## config.mk

```make
export PLATFORM = sky130hd
export DESIGN_NAME = rxdly_buf
export DESIGN_NICKNAME = d
export VERILOG_FILES = /design/src/rtl/rxdly_pkg.sv /design/src/rtl/rxdly_delay_ctr.sv /design/src/rtl/rxdly_bitmem.sv /design/src/rtl/rxdly_occ_mon.sv /design/src/rtl/rxdly_buf.sv
export SDC_FILE = /design/constraint.sdc
export NUM_CORES = 1
export LEC_CHECK = 0
export ABC_CLOCK_PERIOD_IN_PS = 9150
export BUFFER_PORTS_ARGS = -buffer_cell sky130_fd_sc_hd__buf_2
export CORE_MARGIN = 4
export CORE_UTILIZATION = 67
export DETAILED_ROUTE_END_ITERATION = 16
export PLACE_DENSITY = 0.95
export SYNTH_ARGS = -nofsm -noshare
export SYNTH_HDL_FRONTEND = slang
export SYNTH_SLANG_ARGS = --single-unit
export TNS_END_PERCENT = 1
```

## constraint.sdc

```tcl
create_clock -name clk -period 9.15 [get_ports clk]
set_input_delay 1.3725 -clock clk [delete_from_list [all_inputs] [get_ports clk]]
set_output_delay 1.3725 -clock clk [all_outputs]
set_load 0.05 [all_outputs]
```

## src/rtl/rxdly_pkg.sv

```systemverilog
package rxdly_pkg;
    localparam int WL_W_DEF      = 10;
    localparam int DEPTH_DEF     = 256;
    localparam int OVF_LIMIT_DEF = 185;

    typedef enum logic {
        CNT_IDLE = 1'b0,
        CNT_RUN  = 1'b1
    } cnt_state_e;
endpackage

```

## src/rtl/rxdly_delay_ctr.sv

```systemverilog
module rxdly_delay_ctr #(
    parameter int WL_W = rxdly_pkg::WL_W_DEF
) (
    input  logic            clk,
    input  logic            rst_n,
    input  logic            mark,
    input  logic [WL_W-1:0] wl,
    output logic            fire,
    output logic            started,
    output logic            fs_out
);
    typedef struct packed {
        logic [WL_W-1:0]        cnt;
        rxdly_pkg::cnt_state_e  st;
        logic                   started;
        logic                   fs;
    } ctr_t;

    ctr_t s_d, s_q;
    logic fire_c;

    always_comb begin
        s_d    = s_q;
        s_d.fs = 1'b0;
        fire_c = 1'b0;
        if (mark) begin
            // a fresh marker always restarts the offset count
            s_d.st  = rxdly_pkg::CNT_RUN;
            s_d.cnt = wl;
        end else if (s_q.st == rxdly_pkg::CNT_RUN) begin
            if (s_q.cnt == '0) begin
                fire_c      = 1'b1;
                s_d.st      = rxdly_pkg::CNT_IDLE;
                s_d.fs      = 1'b1;
                s_d.started = 1'b1;
            end else begin
                s_d.cnt = s_q.cnt - 1'b1;
            end
        end
    end

    always_ff @(posedge clk) begin
        if (!rst_n) begin
            s_q <= '{cnt: '0, st: rxdly_pkg::CNT_IDLE, started: 1'b0, fs: 1'b0};
        end else begin
            s_q <= s_d;
        end
    end

    assign fire    = fire_c;
    assign started = s_q.started;
    assign fs_out  = s_q.fs;
endmodule

```

## src/rtl/rxdly_bitmem.sv

```systemverilog
module rxdly_bitmem #(
    parameter int DEPTH = rxdly_pkg::DEPTH_DEF,
    parameter int AW    = $clog2(DEPTH)
) (
    input  logic        clk,
    input  logic        rst_n,
    input  logic        wr_en,
    input  logic        wr_bit,
    input  logic        rd_en,
    output logic [AW:0] wptr,
    output logic [AW:0] rptr,
    output logic        dout
);
    typedef struct packed {
        logic [AW:0] wp;
        logic [AW:0] rp;
        logic        dout;
    } mem_st_t;

    mem_st_t s_d, s_q;
    logic    mem_q [DEPTH];

    always_comb begin
        s_d      = s_q;
        s_d.dout = 1'b0;
        if (wr_en) begin
            s_d.wp = s_q.wp + 1'b1;
        end
        if (rd_en) begin
            s_d.dout = mem_q[s_q.rp[AW-1:0]];
            s_d.rp   = s_q.rp + 1'b1;
        end
    end

    always_ff @(posedge clk) begin
        if (!rst_n) begin
            s_q <= '0;
        end else begin
            s_q <= s_d;
        end
    end

    always_ff @(posedge clk) begin
        if (wr_en) begin
            mem_q[s_q.wp[AW-1:0]] <= wr_bit;
        end
    end

    assign wptr = s_q.wp;
    assign rptr = s_q.rp;
    assign dout = s_q.dout;
endmodule

```

## src/rtl/rxdly_occ_mon.sv

```systemverilog
module rxdly_occ_mon #(
    parameter int AW        = 8,
    parameter int OVF_LIMIT = rxdly_pkg::OVF_LIMIT_DEF
) (
    input  logic        clk,
    input  logic        rst_n,
    input  logic [AW:0] wptr,
    input  logic [AW:0] rptr,
    input  logic        clr,
    output logic [AW:0] occ,
    output logic        full,
    output logic        ovf
);
    localparam logic [AW:0] LIM_V  = (AW+1)'(OVF_LIMIT);
    localparam logic [AW:0] FULL_V = (AW+1)'(1 << AW);

    typedef struct packed {
        logic flag;
    } mon_t;

    mon_t        s_d, s_q;
    logic [AW:0] occ_c;

    always_comb begin
        occ_c = wptr - rptr;
        s_d   = s_q;
        if (occ_c > LIM_V) begin
            s_d.flag = 1'b1;
        end else if (clr) begin
            s_d.flag = 1'b0;
        end
    end

    always_ff @(posedge clk) begin
        if (!rst_n) begin
            s_q <= '0;
        end else begin
            s_q <= s_d;
        end
    end

    assign occ  = occ_c;
    assign full = (occ_c == FULL_V);
    assign ovf  = s_q.flag;
endmodule

```

## src/rtl/rxdly_buf.sv

```systemverilog
module rxdly_buf #(
    parameter int WL_W      = rxdly_pkg::WL_W_DEF,
    parameter int DEPTH     = rxdly_pkg::DEPTH_DEF,
    parameter int OVF_LIMIT = rxdly_pkg::OVF_LIMIT_DEF
) (
    input  logic            clk,
    input  logic            rst_n,
    input  logic            in_bit,
    input  logic            in_vld,
    input  logic            in_fs,
    input  logic [WL_W-1:0] wl_set,
    input  logic            ovf_clr,
    output logic            out_bit,
    output logic            out_fs,
    output logic            ovf
);
    localparam int AW = $clog2(DEPTH);

    logic        fire;
    logic        started;
    logic        full;
    logic        wr_en;
    logic        rd_en;
    logic [AW:0] wptr;
    logic [AW:0] rptr;
    logic [AW:0] occ;

    assign wr_en = in_vld & ~full;
    assign rd_en = (fire | started) & (occ != '0);

    rxdly_delay_ctr #(.WL_W(WL_W)) u_ctr (
        .clk     (clk),
        .rst_n   (rst_n),
        .mark    (in_fs),
        .wl      (wl_set),
        .fire    (fire),
        .started (started),
        .fs_out  (out_fs)
    );

    rxdly_bitmem #(.DEPTH(DEPTH), .AW(AW)) u_mem (
        .clk    (clk),
        .rst_n  (rst_n),
        .wr_en  (wr_en),
        .wr_bit (in_bit),
        .rd_en  (rd_en),
        .wptr   (wptr),
        .rptr   (rptr),
        .dout   (out_bit)
    );

    rxdly_occ_mon #(.AW(AW), .OVF_LIMIT(OVF_LIMIT)) u_mon (
        .clk   (clk),
        .rst_n (rst_n),
        .wptr  (wptr),
        .rptr  (rptr),
        .clr   (ovf_clr),
        .occ   (occ),
        .full  (full),
        .ovf   (ovf)
    );
endmodule

```

==> impl_metrics.json <==
{
  "regToRegSetupSlack_ns": 4.51,
  "holdWs_ns": 0.511,
  "root_buffer": "clkbuf_16",
  "critPathLaunchType": "flop",
  "drt_pass1_iterations": 5,
  "syn_nets": 1033,
  "die_w_um": 149,
  "io_pins": 19,
  "layout.nets": 1018,
  "path_clk_slew_ns": 0.06,
  "maxClockFrequency_mhz": 215,
  "worst_ep_arrival_time_ns": 4.90,
  "ant_nets": 0,
  "die_area_um2": 22300,
  "hp-class": "flop to flop",
  "vias_per_cell": 6.76,
  "cp_slowest_cell": "nand4_2",
  "grt_setup_unrepaired": "false",
  "ys_top_cells_by_area": "edfxtp_1 (58%), mux4_2 (11%), nor2_1 (8.2%)",
  "cts_buffers": 29,
  "end_kind": "flop",
  "setup_viol": 0,
  "synth_top_area_frac": 0.575,
  "outcome": "completed",
  "drc": 0,
  "reg2reg_depth": 11,
  "grt.total_usage": 0.285,
  "grt_overflow": 0,
  "synth_area_um2": 13400,
  "antenna_found_initial": 0,
  "wirelength_um": 30600,
  "cp_num_buf_inv": 2,
  "htree_levels": 1,
  "grt_pass1_vias": 8517,
  "wl_met2_um": 15100,
  "n_antenna_cell": 0,
  "drive_gt1_frac": 0.146,
  "synth-seq-area-share": 0.625,
  "synth_ff_type": "edfxtp_1",
  "clk_latency_ns": 0.57,
  "async_reset_ff_frac": 0,
  "grt_pass1_wl_um": 48300,
  "holdPathStages": 2,
  "r2r_start": "u_mem.rptr[2]$_SDFFE_PN0P_",
  "area_growth_pct": 7.39,
  "rows": 51,
  "critPathRequiredTime_ns": 9.40,
  "dr_wl_met3_um": 3310,
  "cts_resized": 0,
  "yosysWarnings": 0,
  "reg2reg_to": "u_mem.mem_q[158]$_DFFE_PP_",
  "finalInstanceArea_um2": 14400,
  "vdd_drop_max_v": 0.000163,
  "crit_fanout": 34,
  "dr.max_layer_used": "met4",
  "p_per_area_nw_per_um2": 186,
  "worstSetupPathType": "flop to flop",
  "path_cells": "buf_4 -> inv_2 -> ha_1 -> nor2b_4 -> o211ai_2 -> a21boi_1 -> o21ai_0 -> a32oi_1 -> o31a_4 -> nand4_2 -> nor2_1",
  "fin_crit_sh": 0.508,
  "slew_viol_final": 0,
  "post_cts_buffers": 0,
  "finalClockSkew_ns": 0.0192,
  "initial_core_util": 0.685,
  "cts_tree": "yes",
  "synth-edff-count": 256,
  "worst_pin_slew_ns": 1.23,
  "grt_max_degree": 143,
  "placed_area_um2": 13500,
  "cap_violations": 0,
  "port_buffers": 18,
  "vias": 8577,
  "gp_congestion": 0.893,
  "fillers": 1170,
  "hpwlAfterDp_um": 17500,
  "synth.most_common_cell": "nor2_1",
  "worstHoldStart": "u_mem.rptr[8]$_SDFFE_PN0P_",
  "cts.sinks": 289,
  "place_ws_ns": 4.63,
  "crit_family": "compound AO/OA/AOI/OAI gates",
  "syn_avg_cell_area_um2": 13.3,
  "synth_top_area_cell": "edfxtp_1",
  "synth_cells": 1002,
  "ys_ff_latch": 289,
  "die_h_um": 149,
  "max_slew_margin": 0.181,
  "hold_viol": 0,
  "hold_end": "u_mem.rptr[8]$_SDFFE_PN0P_",
  "leakagePower_nw": 4.35,
  "fin_setup_tns_ns": 0,
  "drtIter0Drc": 1342,
  "period_minus_slack_ns": 4.64,
  "synth_cell_types": 62,
  "ctsHoldBuffers": 0,
  "slowest_delay_ns": 0.60,
  "synth_common_cells": "nor2_1 (292), edfxtp_1 (256), mux4_2 (66)",
  "clk_path_buf_depth": 3,
  "wl_met1_um": 10800,
  "layout_setup_ws_ns": 4.51,
  "wire_per_inst_um": 24.1,
  "coreArea_um2": 19500
}
-- cells by family after synthesis --
group / count (synthesis) / share of synthesized area
DFF: 289 / 0.625
AOI/OAI and AO/OA: 87 / 0.0461
xor gates and xnor gates: 12 / 0.00786
muxes: 90 / 0.129
and+or+nand+nor: 424 / 0.146
buffers and inverters: 85 / 0.0317
adders and majority gates: 15 / 0.0146
-- through the flow --
stage / util / cells / total power (W)
after detailed placement: 0.691 / 1221 / 0.00158
after floorplan: - / 1002 / 0.00154
final: 0.735 / 1269 / 0.00267
after global routing: 0.735 / 1269 / 0.00274
after global placement: 0.691 / 1221 / 0.00158
after CTS: 0.735 / 1269 / 0.00268
-- cells in the final DEF, fill, tap and decap left out, types with 4 or more instances in the layout --
master       n
a211oi_1     9
a21oi_1     17
buf_2       17
buf_4        4
clkbuf_1     7
clkbuf_16   29
clkinv_1     7
dfxtp_1     31
edfxtp_1   256
ha_1        14
inv_1       14
mux2i_1     24
mux4_2      66
nand2_1     43
nand2b_1     6
nand3_1     15
nand3_4      7
nor2_1     292
nor2b_1     12
nor3_1      12
o21ai_0     20
o22ai_1      5
or3_1       10
xnor2_1      4
xor2_1       8
-- area by class of cell --
class,count,area (um^2),share of cell area
Tap cell,265,332,0.0231
Inverter,17,63.8,0.00445
Timing Repair Buffer,22,126,0.00880
Clock buffer,36,752,0.0524
Sequential cell,289,8350,0.582
Multi-Input combinational cell,628,4610,0.321
Clock inverter,12,120,0.00837
-- worst min-delay path: cells and delay by family (launching register included) --
| kind | cells | cell delay [ns] |
|---|---|---|
| AO/OA/AOI/OAI | 2 | 0.14 |
| flip-flops | 1 | 0.33 |
-- sequential cells by signal, summed over array words and instances, names as in the netlist --
register and count:
u_ctr.s_q 11, u_ctr.fs_out 1, u_mem.mem_q 256, u_mon.ovf 1, u_mem.wptr 9, u_mem.rptr 9, u_ctr.started 1, u_mem.dout 1
-- power by group --
part           switching (W)  leakage (nW)  internal (W)
Sequential        0.00000877          2.57       0.00144
Combinational      0.0000709          1.36     0.0000345
Clock               0.000485         0.421      0.000635
-- routing by layer --
metal,global-route usage,vias up
met5,0,-
met4,0.112,0
met3,0.0632,133
met2,0.462,568
met1,0.381,4229
li1,-,3647
-- worst max-delay path by stage --
stage	start	end	slack (ns)	cells past startpoint
floorplan	u_mem.rptr[2]$_SDFFE_PN0P_	u_mem.mem_q[102]$_DFFE_PP_	5.73	14
global placement	u_mem.rptr[2]$_SDFFE_PN0P_	u_mem.mem_q[174]$_DFFE_PP_	4.82	11
detailed placement	u_mem.rptr[2]$_SDFFE_PN0P_	u_mem.mem_q[172]$_DFFE_PP_	4.63	11
CTS	u_mem.rptr[2]$_SDFFE_PN0P_	u_mem.mem_q[158]$_DFFE_PP_	4.60	11
global route	u_mem.rptr[2]$_SDFFE_PN0P_	u_mem.mem_q[206]$_DFFE_PP_	4.34	11
finish	u_mem.rptr[2]$_SDFFE_PN0P_	u_mem.mem_q[158]$_DFFE_PP_	4.51	11
Power figures use the tool's default switching activity.
